[src/rtl/fp_exc_pkg.sv]
`timescale 1ns/1ps
package fp_exc_pkg;
  localparam int EXC_NUM  = 6;                    // all exception kinds
  localparam int RES_NUM  = EXC_NUM - 1;          // result-class exceptions
  localparam int IDX_UF   = 3;                    // underflow flag index
  localparam int IDX_DEN  = EXC_NUM - 1;          // denormal input flag index
  localparam int DIS_LO   = EXC_NUM;              // first disable bit
  localparam int UNDZ_POS = DIS_LO + RES_NUM;     // underflow-to-zero bit
  localparam int DNZ_POS  = UNDZ_POS + 1;         // denormals-as-zero bit
  localparam int CSR_W    = DNZ_POS + 1;

  typedef struct packed {
    logic csrWrite;   // load written word
    logic excRecord;  // OR flags into status
    logic sumLoad;    // latch trap summary
    logic sumClear;   // acknowledge summary
  } ctlStrobes_t;
endpackage

[src/rtl/fp_exc_ctrl.sv]
`timescale 1ns/1ps
module fp_exc_ctrl
  import fp_exc_pkg::*;
(
  input  logic               clk,
  input  logic               rst_n,
  input  logic               instValid,
  input  logic [EXC_NUM-1:0] excFlags,
  input  logic [RES_NUM-1:0] instTrapEn,
  input  logic               swComp,
  input  logic               csrWrEn,
  input  logic               summaryAck,
  input  logic [RES_NUM-1:0] disBits,
  input  logic               undzBit,
  input  logic               dnzBit,
  output logic               trapReq,
  output logic               defaultSel,
  output logic               flushZero,
  output logic               cfgError,
  output logic [EXC_NUM-1:0] trapBits,
  output ctlStrobes_t        strobes
);
  logic [RES_NUM-1:0] wanted, suppressed, resTrap;
  logic inputTrap, resultTrap;

  for (genvar i = 0; i < RES_NUM; i++) begin : g_res
    assign wanted[i]     = excFlags[i] & instTrapEn[i];
    assign suppressed[i] = wanted[i] & swComp & disBits[i];
    assign resTrap[i]    = wanted[i] & ~suppressed[i];
  end

  always_comb begin
    inputTrap  = instValid & excFlags[IDX_DEN] & ~dnzBit;
    resultTrap = instValid & (|resTrap) & ~inputTrap;
    trapReq    = inputTrap | resultTrap;
    defaultSel = instValid & ~trapReq & (|suppressed);
    flushZero  = instValid & excFlags[IDX_UF] & ~trapReq;
    cfgError   = disBits[IDX_UF] & ~undzBit;
    trapBits   = '0;
    if (inputTrap)       trapBits[IDX_DEN]     = 1'b1;
    else if (resultTrap) trapBits[RES_NUM-1:0] = resTrap;
    strobes.csrWrite  = csrWrEn;
    strobes.excRecord = instValid & (|excFlags);
    strobes.sumLoad   = trapReq;
    strobes.sumClear  = summaryAck & ~trapReq;
  end

  AST_TRAP_NEEDS_VALID: assert property (@(posedge clk) disable iff (!rst_n)
    (trapReq || defaultSel || flushZero) |-> instValid);
  AST_TRAP_XOR_DEFAULT: assert property (@(posedge clk) disable iff (!rst_n)
    !(trapReq && defaultSel));
  AST_DISABLE_NEEDS_SW: assert property (@(posedge clk) disable iff (!rst_n)
    (instValid && !swComp && |(excFlags[RES_NUM-1:0] & instTrapEn)) |-> trapReq);
endmodule

[src/rtl/fp_exc_dp.sv]
`timescale 1ns/1ps
module fp_exc_dp
  import fp_exc_pkg::*;
(
  input  logic               clk,
  input  logic               rst_n,
  input  ctlStrobes_t        strobes,
  input  logic [CSR_W-1:0]   csrWrData,
  input  logic [EXC_NUM-1:0] excFlags,
  input  logic [EXC_NUM-1:0] trapBits,
  output logic [CSR_W-1:0]   csrValue,
  output logic [EXC_NUM-1:0] excSummary,
  output logic               summaryValid
);
  logic [CSR_W-1:0] csrReg, csrNext;

  always_comb begin
    csrNext = strobes.csrWrite ? csrWrData : csrReg;
    if (strobes.excRecord)
      csrNext[EXC_NUM-1:0] = csrNext[EXC_NUM-1:0] | excFlags;
  end

  always_ff @(posedge clk or negedge rst_n) begin
    if (!rst_n) begin
      csrReg       <= '0;
      excSummary   <= '0;
      summaryValid <= 1'b0;
    end else begin
      csrReg <= csrNext;
      if (strobes.sumLoad) begin
        excSummary   <= trapBits;
        summaryValid <= 1'b1;
      end else if (strobes.sumClear) begin
        excSummary   <= '0;
        summaryValid <= 1'b0;
      end
    end
  end

  assign csrValue = csrReg;

  AST_STATUS_STICKY: assert property (@(posedge clk) disable iff (!rst_n)
    !strobes.csrWrite |=> (($past(csrReg[EXC_NUM-1:0]) & ~csrReg[EXC_NUM-1:0]) == '0));
  AST_STATUS_RECORD: assert property (@(posedge clk) disable iff (!rst_n)
    strobes.excRecord |=> ((csrReg[EXC_NUM-1:0] & $past(excFlags)) == $past(excFlags)));
  AST_SUMMARY_HOLD: assert property (@(posedge clk) disable iff (!rst_n)
    (summaryValid && !strobes.sumLoad && !strobes.sumClear) |=> (summaryValid && $stable(excSummary)));
endmodule

[src/rtl/fp_exc_trap_ctl.sv]
`timescale 1ns/1ps
module fp_exc_trap_ctl
  import fp_exc_pkg::*;
(
  input  logic               clk,
  input  logic               rst_n,
  input  logic               instValid,
  input  logic [EXC_NUM-1:0] excFlags,
  input  logic [RES_NUM-1:0] instTrapEn,
  input  logic               swComp,
  input  logic               csrWrEn,
  input  logic [CSR_W-1:0]   csrWrData,
  input  logic               summaryAck,
  output logic [CSR_W-1:0]   csrValue,
  output logic [EXC_NUM-1:0] excSummary,
  output logic               summaryValid,
  output logic               trapReq,
  output logic               defaultSel,
  output logic               flushZero,
  output logic               cfgError
);
  ctlStrobes_t        strobes;
  logic [EXC_NUM-1:0] trapBits;

  fp_exc_ctrl u_ctrl (
    .clk        (clk),
    .rst_n      (rst_n),
    .instValid  (instValid),
    .excFlags   (excFlags),
    .instTrapEn (instTrapEn),
    .swComp     (swComp),
    .csrWrEn    (csrWrEn),
    .summaryAck (summaryAck),
    .disBits    (csrValue[DIS_LO +: RES_NUM]),
    .undzBit    (csrValue[UNDZ_POS]),
    .dnzBit     (csrValue[DNZ_POS]),
    .trapReq    (trapReq),
    .defaultSel (defaultSel),
    .flushZero  (flushZero),
    .cfgError   (cfgError),
    .trapBits   (trapBits),
    .strobes    (strobes)
  );

  fp_exc_dp u_dp (
    .clk          (clk),
    .rst_n        (rst_n),
    .strobes      (strobes),
    .csrWrData    (csrWrData),
    .excFlags     (excFlags),
    .trapBits     (trapBits),
    .csrValue     (csrValue),
    .excSummary   (excSummary),
    .summaryValid (summaryValid)
  );

  AST_INPUT_PRIORITY: assert property (@(posedge clk) disable iff (!rst_n)
    (instValid && excFlags[IDX_DEN] && !csrValue[DNZ_POS]) |=>
      (excSummary == EXC_NUM'(1) << IDX_DEN));
  AST_DNZ_NO_TRAP: assert property (@(posedge clk) disable iff (!rst_n)
    (instValid && csrValue[DNZ_POS] && excFlags[RES_NUM-1:0] == '0) |-> !trapReq);
endmodule

[config.mk]
export PLATFORM = sky130hd
export DESIGN_NAME = fp_exc_trap_ctl
export DESIGN_NICKNAME = d
export VERILOG_FILES = /design/src/rtl/fp_exc_pkg.sv /design/src/rtl/fp_exc_ctrl.sv /design/src/rtl/fp_exc_dp.sv /design/src/rtl/fp_exc_trap_ctl.sv
export SDC_FILE = /design/constraint.sdc
export NUM_CORES = 1
export LEC_CHECK = 0
export CAP_MARGIN = 40
export CORE_MARGIN = 5
export CORE_UTILIZATION = 60
export CTS_CLUSTER_DIAMETER = 120
export DETAILED_ROUTE_END_ITERATION = 12
export DONT_BUFFER_PORTS = 1
export PLACE_DENSITY = 0.82
export SLEW_MARGIN = 20
export SYNTH_ARGS = -nofsm -noshare
export SYNTH_HDL_FRONTEND = slang
export SYNTH_HIERARCHICAL = 1
export SYNTH_SLANG_ARGS = --single-unit
[constraint.sdc]
create_clock -name clk -period 2.2 [get_ports clk]
set_clock_uncertainty 0.15 [all_clocks]
set_input_delay 0.33 -clock clk [delete_from_list [all_inputs] [get_ports clk]]
set_output_delay 0.33 -clock clk [all_outputs]
set_load 0.01 [all_outputs]
# Yosys cells after proc, flatten, opt, wreduce, memory -nomap -nowiden
# Cells that the tools add are included.
dict set report word_totals {
  in_bits 30
  elab_cells 59
  reg_bits 20
}
dict set report classes {
  reduce_logical 4
  n_bitwise 42
  n_mux 9
}
# operator count
set op_table {}
lappend op_table {{$and 1x1->1} 31}
lappend op_table {{$mux 6} 4}
lappend op_table {{$mux 5} 2}
lappend op_table {{$reduce_or 5->1} 2}
lappend op_table {{$not 1->1} 9}
lappend op_table {{$or 6x6->6} 1}
lappend op_table {{$reduce_or 6->1} 1}
lappend op_table {{$mux 1} 3}
lappend op_table {{$reduce_bool 2->1} 1}
lappend op_table {{$or 1x1->1} 1}

# Depth between registers and ports, before layout
# Gate-level depths: netlist (run 1).
dict set report logic_depth {
  word_depth 13
  depth_mapped 7
}

# By module
# Netlist (run 1), hierarchy kept.
# module area_each_um2 cells_each n_inst
set by_module_without_submodules {}
lappend by_module_without_submodules {fp_exc_dp 783.3 56 1}
lappend by_module_without_submodules {fp_exc_ctrl 210.2 40 1}

# Worst setup path before layout (run 1)
# No wires, ideal clock.
dict set report synth_timing {
  kind {register to register}
  from {reg u_dp.csrReg[7] (netlist: u_dp/csrValue[7])}
  to {reg u_dp.excSummary[0]}
  synth_period_minus_slack_ps 1958
  setup_ps 66
  t_arrival_ps 1742
  slack_ps 242
  stages_incl_launch_ff 8
  n_path_buf 2
  path_cell_list {dfrtp_1 nand2_1 a222oi_1 a41oi_1 buf_4 buf_2 nor2_4 a22o_1}
}
dict set report synth_between {
  elab_chain_cells 10
}
# item line
set synth_rtl {}
lappend synth_rtl {{start: declaration} fp_exc_dp.sv:15} ;# logic [CSR_W-1:0] csrReg, csrNext;
lappend synth_rtl {{start signal: assignment} fp_exc_dp.sv:29} ;# csrReg <= csrNext;
lappend synth_rtl {{$and 1x1->1 *} fp_exc_ctrl.sv:28} ;# assign suppressed[i] = wanted[i] & swComp & disBits[i];
lappend synth_rtl {{$not 1->1 *} fp_exc_ctrl.sv:29} ;# assign resTrap[i] = wanted[i] & ~suppressed[i];
lappend synth_rtl {{$and 1x1->1 *} fp_exc_ctrl.sv:29}
lappend synth_rtl {{$reduce_or 5->1 *} fp_exc_ctrl.sv:34} ;# resultTrap = instValid & (|resTrap) & ~inputTrap;
lappend synth_rtl {{$and 1x1->1 * (2 in series)} fp_exc_ctrl.sv:34}
lappend synth_rtl {{$or 1x1->1 *} fp_exc_ctrl.sv:35} ;# trapReq = inputTrap | resultTrap;
lappend synth_rtl {{net trapReq} fp_exc_trap_ctl.sv:17} ;# output logic trapReq,
lappend synth_rtl {{$not 1->1} fp_exc_ctrl.sv:45} ;# strobes.sumClear = summaryAck & ~trapReq;
lappend synth_rtl {{$and 1x1->1} fp_exc_ctrl.sv:45}
lappend synth_rtl {{$reduce_bool 2->1 (no line)} -}
lappend synth_rtl {{end signal: assignment} fp_exc_dp.sv:31} ;# excSummary <= trapBits;
lappend synth_rtl {{end: declaration} fp_exc_dp.sv:12} ;# output logic [EXC_NUM-1:0] excSummary,
# Mark *: on every way through the listed nets, which the timed path passes. The rest lies on a longest branch.
# A chain may end at the register's enable or synchronous reset.

# Worst setup path in the final report (run 1)
dict set report layout_timing {
  from {reg u_dp.csrReg[7] (netlist: u_dp/csrValue[7])}
  to {out defaultSel}
}
dict set report layout_between {
  elab_chain_cells 10
}
# item line
set layout_rtl {}
lappend layout_rtl {{$and 1x1->1 *} fp_exc_ctrl.sv:28}
lappend layout_rtl {{$not 1->1} fp_exc_ctrl.sv:29}
lappend layout_rtl {{$and 1x1->1} fp_exc_ctrl.sv:29}
lappend layout_rtl {{$reduce_or 5->1} fp_exc_ctrl.sv:34}
lappend layout_rtl {{$and 1x1->1 (2 in series)} fp_exc_ctrl.sv:34}
lappend layout_rtl {{$or 1x1->1} fp_exc_ctrl.sv:35}
lappend layout_rtl {{$not 1->1} fp_exc_ctrl.sv:36} ;# defaultSel = instValid & ~trapReq & (|suppressed);
lappend layout_rtl {{$and 1x1->1} fp_exc_ctrl.sv:36}
lappend layout_rtl {{$and 1x1->1 *} fp_exc_ctrl.sv:36}
lappend layout_rtl {{end: declaration} fp_exc_trap_ctl.sv:18} ;# output logic defaultSel,
# Every way passes the cells marked *; elsewhere a longest branch is shown, timed or not.

==> results of run 1 <==
logic make-up (layout without fill, tap and decap cells):
logic type | count (synthesis) | count (layout) | synth area share
compound gates | 24 | 24 | 0.180
buf+inv | 14 | 16 | 0.0844
flops | 20 | 20 | 0.504
mux | 7 | 7 | 0.0793
simple gates | 31 | 31 | 0.152
where the power goes:
group / total, W / switching, W / internal [W]
Combinational: 0.000107 / 0.0000565 / 0.0000505
Sequential: 0.000442 / 0.0000420 / 0.000400
Clock: 0.000205 / 0.000104 / 0.000101
state kept, by name (all words and copies together) (netlist names):
register	flops
u_dp/summaryValid	1
u_dp/excSummary	6
u_dp/csrValue	13
cells in the mapped netlist (2+ instances only):
| master | number |
|---|---|
| nand2_1 | 11 |
| a31oi_1 | 2 |
| a22o_1 | 6 |
| a22oi_1 | 5 |
| buf_4 | 3 |
| nor2_1 | 8 |
| mux2_2 | 7 |
| nor2b_1 | 3 |
| nand3_1 | 2 |
| o21ai_1 | 5 |
| inv_1 | 8 |
| dfrtp_1 | 20 |
| and2_1 | 3 |
area by class of cell:
type | count | area [sq um] | share of cell area
clock buffer | 4 | 36.3 | 0.0346
inverter | 8 | 30.0 | 0.0286
multi-input combinational | 62 | 415 | 0.396
sequential | 20 | 504 | 0.481
tap | 16 | 20.0 | 0.0191
timing repair buffer | 4 | 42.5 | 0.0406
critical path, stage by stage, from the launching register on:
cell      delay (ps)
dfrtp_2          420
nand2_1           90
a222oi_1         410
nand4b_1         210
a31oi_2          260
what timing repair did:
action	in CTS	in global routing
endpoints found under the setup margin	1	3
hold endpoints to repair	25	0
pin swaps	1	0
gates cloned	0	0
gates resized for setup	1	3
hold buffers	2	0
through the flow:
stage | setup WS, ps | TNS, ps | instances
floorplan | 242 | 0 | 96
global placement | 319 | 0 | 107
detailed placement | 265 | 0 | 107
CTS | 19.7 | 0 | 113
global route | -30.0 | -34.2 | 114
finish | 38.8 | 0 | 114
routing by layer:
metal,part of all wire,wire (um),track usage
met1,0.38,843,0.208
met2,0.48,1060,0.306
met3,0.13,286,0.0888
met4,0.0081,18,0.0766
met5,0,0,0
final timing paths:
path	cells past startpoint	startpoint	slack (ps)	end
worst min register to register	1	u_dp/summaryValid	420	u_dp/summaryValid
min in group asynchronous	1	rst_n	200	u_dp/csrValue[2]
worst max register to register	6	u_dp/csrValue[7]	270	u_dp/excSummary[1]
max in group asynchronous	2	rst_n	1300	u_dp/csrValue[10]
worst min-delay path	2	excFlags[5]	20	u_dp/csrValue[5]
worst max-delay path	4	u_dp/csrValue[7]	40	defaultSel
==> run_results.csv, run 1 <==
group,metric,value,unit
hold_path,hp-class,"in2reg",
layout,fin_util,0.680,
clocking,htree_num_levels,1,
yosys,synth-main-ff-cell,"dfrtp_1",
layout,final_nets,129,
global_routing,grt_pass1_wl,3730,um
yosys,synth_area_per_cell,10.3,sq um
clocking,clkSinkCount,20,
layout,layout_commonest_cell,"dfrtp_1",
layout,layout_common_cells,"dfrtp_1 (17), nand2_1 (11), inv_1 (8), nor2_1 (8), mux2_2 (7)",
clocking,clock_latency,290,ps
timing,finalCritPeriodShare,0.982,
route,drc_errors,0,
global_routing,grt_use_total,0.187,
layout,antenna_cells,0,
route,viasPerCell,6.33,
layout,fin_area,1050,sq um
timing,maxSlewHeadroom,0.678,
setup_path,start_kind,"flop",
timing,hold_viol,0,
route,vias,722,
route,wirelength,2210,um
setup_path,worstPathMaxFanout,4,
yosys,synth.top_cell.area_share,0.504,
timing,tightest_slew,483,ps
power,ir_drop,0.000448,V
timing,finalSetupViolCount,0,
setup_path,required,1720,ps
placement,port_buffers,0,
route,dr.pass1.iters,4,
setup_path,arrival,1680,ps
yosys,synth_area_leaders,"dfrtp_1 (50%), mux2_2 (7.9%), a22o_1 (5.3%)",
global_routing,grt.overflow.total,0,
clocking,clk_pin_slew_worst_paths,110,ps
timing,rsz0062_at_grt,"yes",
yosys,synth_cells,96,
layout,fillers,125,
floorplan,io_pins,54,
yosys,yosys_warnings,6,
yosys,synth-seq-area-share,0.504,
setup_path,crit_path_end_kind,"output port",
yosys,ys_ff_latch,20,
yosys,syn-cell-area,993,sq um
clocking,clockBufferDepth,2,
clocking,numCtsBuffers,3,
global_routing,grt_pass1_vias,802,
job,drv_cap,0,
power,powerDensity,719,nW/um^2
yosys,synth_cell_types,26,
floorplan,die_h,50.7,um
timing,min_period,2160,ps
clocking,cts_tree,"yes",
timing,fin_hold_ws,24.7,ps
timing,drv_slew,0,
layout,area_growth,5.54,%
floorplan,start_util,0.644,
global_routing,grt_max_degree,21,
floorplan,core,1540,sq um
run_status,status,"complete, no violations",
power,power.leakage,0.472,nW
power,total_power,0.000754,W
route,antenna_left,0,
setup_path,critPathKind,"reg2out",
yosys,syn_nets,126,
yosys,async_reset_ff_frac,1.00,
route,wl_per_cell,19.4,um
floorplan,dieArea,2570,sq um
placement,place.gp.congestion,0.821,
placement,place_area,967,sq um
yosys,synth_edf_count,0,
yosys,synth_top_area_cell,"dfrtp_1",
route,drtIter0Drc,14,
floorplan,die_width,50.7,um
layout,drive_gt1_frac,0.184,
placement,place_hpwl,1720,um
clocking,post_cts_buffers,0,
global_routing,grt_antenna_before_repair,0,
floorplan,rows,14,
clocking,cts_root_buffer,"clkbuf_4",
timing,max_freq,463,MHz
No activity file was read; power rests on OpenSTA's default activity.
==> inputs of run 2 (changes only) <==
Settings changed: SETUP_SLACK_MARGIN from default to 0.05.
==> run 2 against run 1 <==
  * Design area is 0.48% higher
  * Via count is 0.55% lower
  * Sequential share of layout area is 0.23 points lower
  * Sequential power hardly changed
  * Critical endpoint unchanged
==> run_results.csv, run 2 (synthesis results as in run 1) <==
group,metric,value,unit
floorplan,die_h,50.7,um
layout,layout.cells.non_filler,114,
timing,drv_slew,0,
setup_path,crit_path_end_kind,"output port",
setup_path,critPathTopFamily,"compound AO/OA/AOI/OAI gates",
layout,antenna_cells,0,
timing,finalSetupViolCount,0,
placement,port_buffers,0,
setup_path,timing.rr.start,"u_dp/csrValue[6]",
layout,largest_reg_flops,13,
power,p_clk_frac,0.272,
placement,place_hpwl,1720,um
floorplan,core,1540,sq um
timing,tns,0,ps
clocking,numCtsBuffers,3,
floorplan,rows,14,
placement,dp_cells,107,
setup_path,slowest_stage,"dfrtp_2",
power,p_int,0.000552,W
global_routing,busiest_layer,"met2",
setup_path,worstPathCellList,"nand2_2 -> a222oi_1 -> nand4b_1 -> a31oi_2",
clocking,cts_root_buffer,"clkbuf_4",
global_routing,grt_antenna_before_repair,0,
route,dr.pass1.iters,4,
global_routing,gr-usage-met2,0.306,
clocking,clockBufferDepth,2,
clocking,htree_num_levels,1,
timing,min_period,2120,ps
setup_path,slowest_delay,440,ps
setup_path,cp.depth,4,
timing,rsz0062_at_grt,"yes",
power,p_switching,0.000204,W
route,drc_errors,0,
power,pwr-share-seq,0.586,
power,combPwrFrac,0.142,
placement,place.gp.congestion,0.821,
layout,multi_input_area,420,sq um
layout,drive_gt1_frac,0.204,
timing,setup_ws,81.3,ps
route,vias,718,
floorplan,io_pins,54,
setup_path,critPathKind,"reg2out",
setup_path,start_kind,"flop",
clocking,cts_tree,"yes",
layout,layout_common_cells,"dfrtp_1 (17), nand2_1 (9), inv_1 (8), nor2_1 (8), mux2_2 (7)",
global_routing,grt.overflow.total,0,
route,wirelength,2200,um
clocking,clkSinkCount,20,
power,ir_drop,0.000449,V
route,viasPerCell,6.30,
hold_path,min-delay-start,"excFlags[5]",
global_routing,grt_use_met3,0.0888,
route,drtIter0Drc,16,
global_routing,grt_pass1_wl,3730,um
power,p_sw_frac,0.270,
global_routing,grt_max_degree,21,
layout,fin_util,0.683,
setup_path,worstPathMaxFanout,4,
hold_path,hold_depth,2,
floorplan,dieArea,2570,sq um
global_routing,grt_use_met1,0.208,
floorplan,start_util,0.644,
power,power.leakage,0.473,nW
job,drv_cap,0,
layout,area_growth,6.05,%
route,antenna_left,0,
timing,hold_viol,0,
clocking,clock_latency,290,ps
clocking,clk_pin_slew_worst_paths,110,ps
layout,regArea,504,sq um
setup_path,required,1720,ps
timing,finalCritPeriodShare,0.963,
setup_path,crit_start,"u_dp/csrValue[6]",
placement,pre_cts_ws,265,ps
global_routing,grt_use_total,0.187,
floorplan,die_width,50.7,um
global_routing,grt_pass1_vias,802,
setup_path,critPathBufInv,0,
route,wl_per_cell,19.3,um
power,powerDensity,717,nW/um^2
layout,final_nets,129,
timing,tightest_slew,481,ps
setup_path,arrival,1640,ps
hold_path,hp-class,"in2reg",
run_status,status,"complete, no violations",
layout,layout_commonest_cell,"dfrtp_1",
layout,fillers,123,
setup_path,worstRegToRegCells,6,
timing,maxSlewHeadroom,0.680,
timing,max_freq,472,MHz
## run 2: cell counts in the layout (fill, tap and decap cells not counted)
Identical to the previous run, type by type.
## run 2: routing by layer
metal / up-vias / part of all wire
met5: - / 0
met4: 0 / 0.0082
met3: 2 / 0.13
met2: 37 / 0.48
met1: 339 / 0.39
li1: 340 / -
## run 2: final timing paths
kind,slack [ps],endpoint
min,20,u_dp/csrValue[5]
max,80,defaultSel
min reg2reg,420,u_dp/summaryValid
max reg2reg,310,u_dp/excSummary[1]
max in group asynchronous,1300,u_dp/csrValue[10]
min in group asynchronous,200,u_dp/csrValue[2]
## run 2: what timing repair did
action	CTS	global route
cloned	0	0
gates resized for setup	1	5
pin swaps	1	0
setup endpoints to repair	3	3
hold buffers	2	0
buffers inserted	0	0
endpoints found under the hold margin	25	0
## run 2: cell type report
cell class	count	share of cell area
tap	16	0.0190
multi-input combinational	62	0.399
timing repair buffer	4	0.0404
clock buffer	4	0.0344
inverter	8	0.0285
sequential	20	0.479
## run 2: through the flow
| step | hold slack (ps) | power, W | area, sq um |
|---|---|---|---|
| after CTS | 12.6 | 0.000763 | 1030 |
| after detailed placement | -115 | 0.000541 | 967 |
| final | 24.3 | 0.000756 | 1050 |
| after global placement | -115 | 0.000537 | 967 |
| after global routing | 9.59 | 0.000806 | 1050 |
| after floorplan | -116 | 0.000533 | 993 |
## run 2: power groups by stage
stage / Sequential, W / Combinational [W] / Clock, W
6_report: 0.000443 / 0.000107 / 0.000206
3_3_place_gp: 0.000449 / 0.0000876 / 0
2_1_floorplan: 0.000442 / 0.0000916 / 0
4_1_cts: 0.000442 / 0.000104 / 0.000217
5_1_grt: 0.000449 / 0.000121 / 0.000236
3_5_place_dp: 0.000450 / 0.0000910 / 0
==> inputs of run 3 (changes only) <==
Clock period 2.2 ns to 2.1 ns, I/O delays scaled along.
==> run 3 against run 2 <==
  * Flip-flop and latch count did not move
  * Critical path depth did not move
  * Non-clock buffer count rose by 18
  * Highest routed layer unchanged
  * Largest power group unchanged
  * Global-route usage barely moved
==> run_results.csv, run 3 (synthesis results as in run 1) <==
group,metric,value,unit
route,drtIter0Drc,24,
clocking,htree_num_levels,1,
timing,max_freq,482,MHz
route,drc_errors,0,
global_routing,grt_use_met3,0.0947,
timing,setup_ws,23.7,ps
floorplan,die_h,50.7,um
timing,finalSetupViolCount,0,
setup_path,arrival,1610,ps
placement,port_buffers,0,
setup_path,critPathTopFamily,"compound AO/OA/AOI/OAI gates",
route,wl_per_cell,19.8,um
layout,fin_util,0.784,
setup_path,critPathBufInv,0,
layout,layout.cells.non_filler,131,
timing,tns,0,ps
placement,dp_cells,109,
clocking,clock_latency,300,ps
setup_path,slowest_delay,440,ps
layout,layout_common_cells,"dfrtp_1 (19), dlygate4sd3_1 (18), nand2_1 (9)",
floorplan,start_util,0.644,
clocking,cts_root_buffer,"clkbuf_4",
placement,pre_cts_ws,216,ps
timing,maxSlewHeadroom,0.687,
clocking,post_cts_buffers,0,
clocking,clockBufferDepth,2,
power,powerDensity,658,nW/um^2
clocking,cts_tree,"yes",
timing,finalCritPeriodShare,0.989,
setup_path,required,1630,ps
route,viasPerCell,6.19,
setup_path,critPathKind,"reg2out",
global_routing,grt_pass1_wl,3680,um
layout,drive_gt1_frac,0.165,
setup_path,slowest_stage,"dfrtp_2",
setup_path,worstPathMaxFanout,4,
timing,rsz0062_at_grt,"yes",
global_routing,grt.overflow.total,0,
job,drv_cap,0,
power,p_sw_frac,0.283,
layout,layout_commonest_cell,"dfrtp_1",
power,pwr-share-seq,0.578,
global_routing,grt_max_degree,21,
floorplan,io_pins,54,
global_routing,gr-usage-met2,0.283,
power,combPwrFrac,0.200,
placement,place.gp.congestion,0.864,
timing,drv_slew,0,
setup_path,start_kind,"flop",
layout,largest_reg_flops,13,
setup_path,crit_path_end_kind,"output port",
route,dr.pass1.iters,4,
floorplan,die_width,50.7,um
power,p_int,0.000571,W
route,antenna_left,0,
route,vias,811,
clocking,numCtsBuffers,3,
route,wirelength,2590,um
power,p_switching,0.000225,W
floorplan,dieArea,2570,sq um
setup_path,worstPathCellList,"nand2_2 -> a222oi_1 -> nand4b_1 -> a31oi_2",
layout,area_growth,21.7,%
global_routing,grt_antenna_before_repair,0,
global_routing,grt_pass1_vias,792,
clocking,clk_pin_slew_worst_paths,100,ps
timing,hold_viol,0,
layout,final_nets,147,
timing,tightest_slew,469,ps
floorplan,rows,14,
hold_path,hp-class,"in2reg",
placement,place_hpwl,1680,um
layout,antenna_cells,0,
global_routing,grt_use_total,0.188,
global_routing,busiest_layer,"met2",
power,power.leakage,0.542,nW
clocking,clkSinkCount,20,
power,ir_drop,0.000517,V
global_routing,grt_use_met1,0.214,
run_status,status,"complete, no violations",
power,p_clk_frac,0.222,
floorplan,core,1540,sq um
timing,min_period,2080,ps
## run 3: changes by cell type in the layout (fill, tap and decap cells not counted), sizes merged
cell         delta
dlygate4sd3    +16
buf             +2
clkbuf          -1
## run 3: layout make-up
type	count	area (sq um)
clock buffers	3	22.5
flip-flops and latches	20	502
repair buffers	22	214
inverters	8	30.0
fillers	113	333
well taps	16	20.0
multi-input cells	62	420
## run 3: what timing repair did
action / CTS / global route
gates resized for setup: 3 / 1
endpoints found under the setup margin: 3 / 3
pin swaps: 3 / 0
hold buffers: 4 / 14
hold endpoints to repair: 25 / 8
## run 3: power groups by stage
stage | Clock (W) | Combinational, W | Sequential [W]
2_1_floorplan | 0 | 0.0000959 | 0.000463
3_3_place_gp | 0 | 0.000103 | 0.000466
3_5_place_dp | 0 | 0.000106 | 0.000467
4_1_cts | 0.000180 | 0.000123 | 0.000460
5_1_grt | 0.000207 | 0.000174 | 0.000466
6_report | 0.000176 | 0.000159 | 0.000460
## run 3: final timing paths
check	slack, ps	endpoint	depth (start not counted)	from
worst min register to register	410	u_dp/summaryValid	1	u_dp/summaryValid
worst max register to register	240	u_dp/excSummary[4]	6	u_dp/csrValue[10]
max in group asynchronous	1110	u_dp/csrValue[10]	2	rst_n
worst max-delay path	20	defaultSel	4	u_dp/csrValue[10]
worst min-delay path	10	u_dp/csrValue[1]	2	excFlags[1]
min in group asynchronous	230	u_dp/csrValue[5]	1	rst_n
## run 3: layer usage
layer | part of all wire | routed length [um]
met4 | 0.018 | 46
met1 | 0.36 | 927
met3 | 0.11 | 297
met5 | 0 | 0
met2 | 0.51 | 1320
## run 3: worst register-to-register path: cells and delay by family, from the launching register on
family	cells	cell delay [ps]
flip-flops	1	440
AO/OA/AOI/OAI	3	730
AND/OR/NAND/NOR	3	420
## run 3: per-stage QoR
| step | area [sq um] | total power, W | hold WS, ps |
|---|---|---|---|
| after global placement | 982 | 0.000569 | -130 |
| after global routing | 1210 | 0.000847 | -11.0 |
| after CTS | 1050 | 0.000763 | 1.92 |
| after detailed placement | 982 | 0.000573 | -130 |
| final | 1210 | 0.000795 | 11.8 |
| after floorplan | 993 | 0.000558 | -131 |
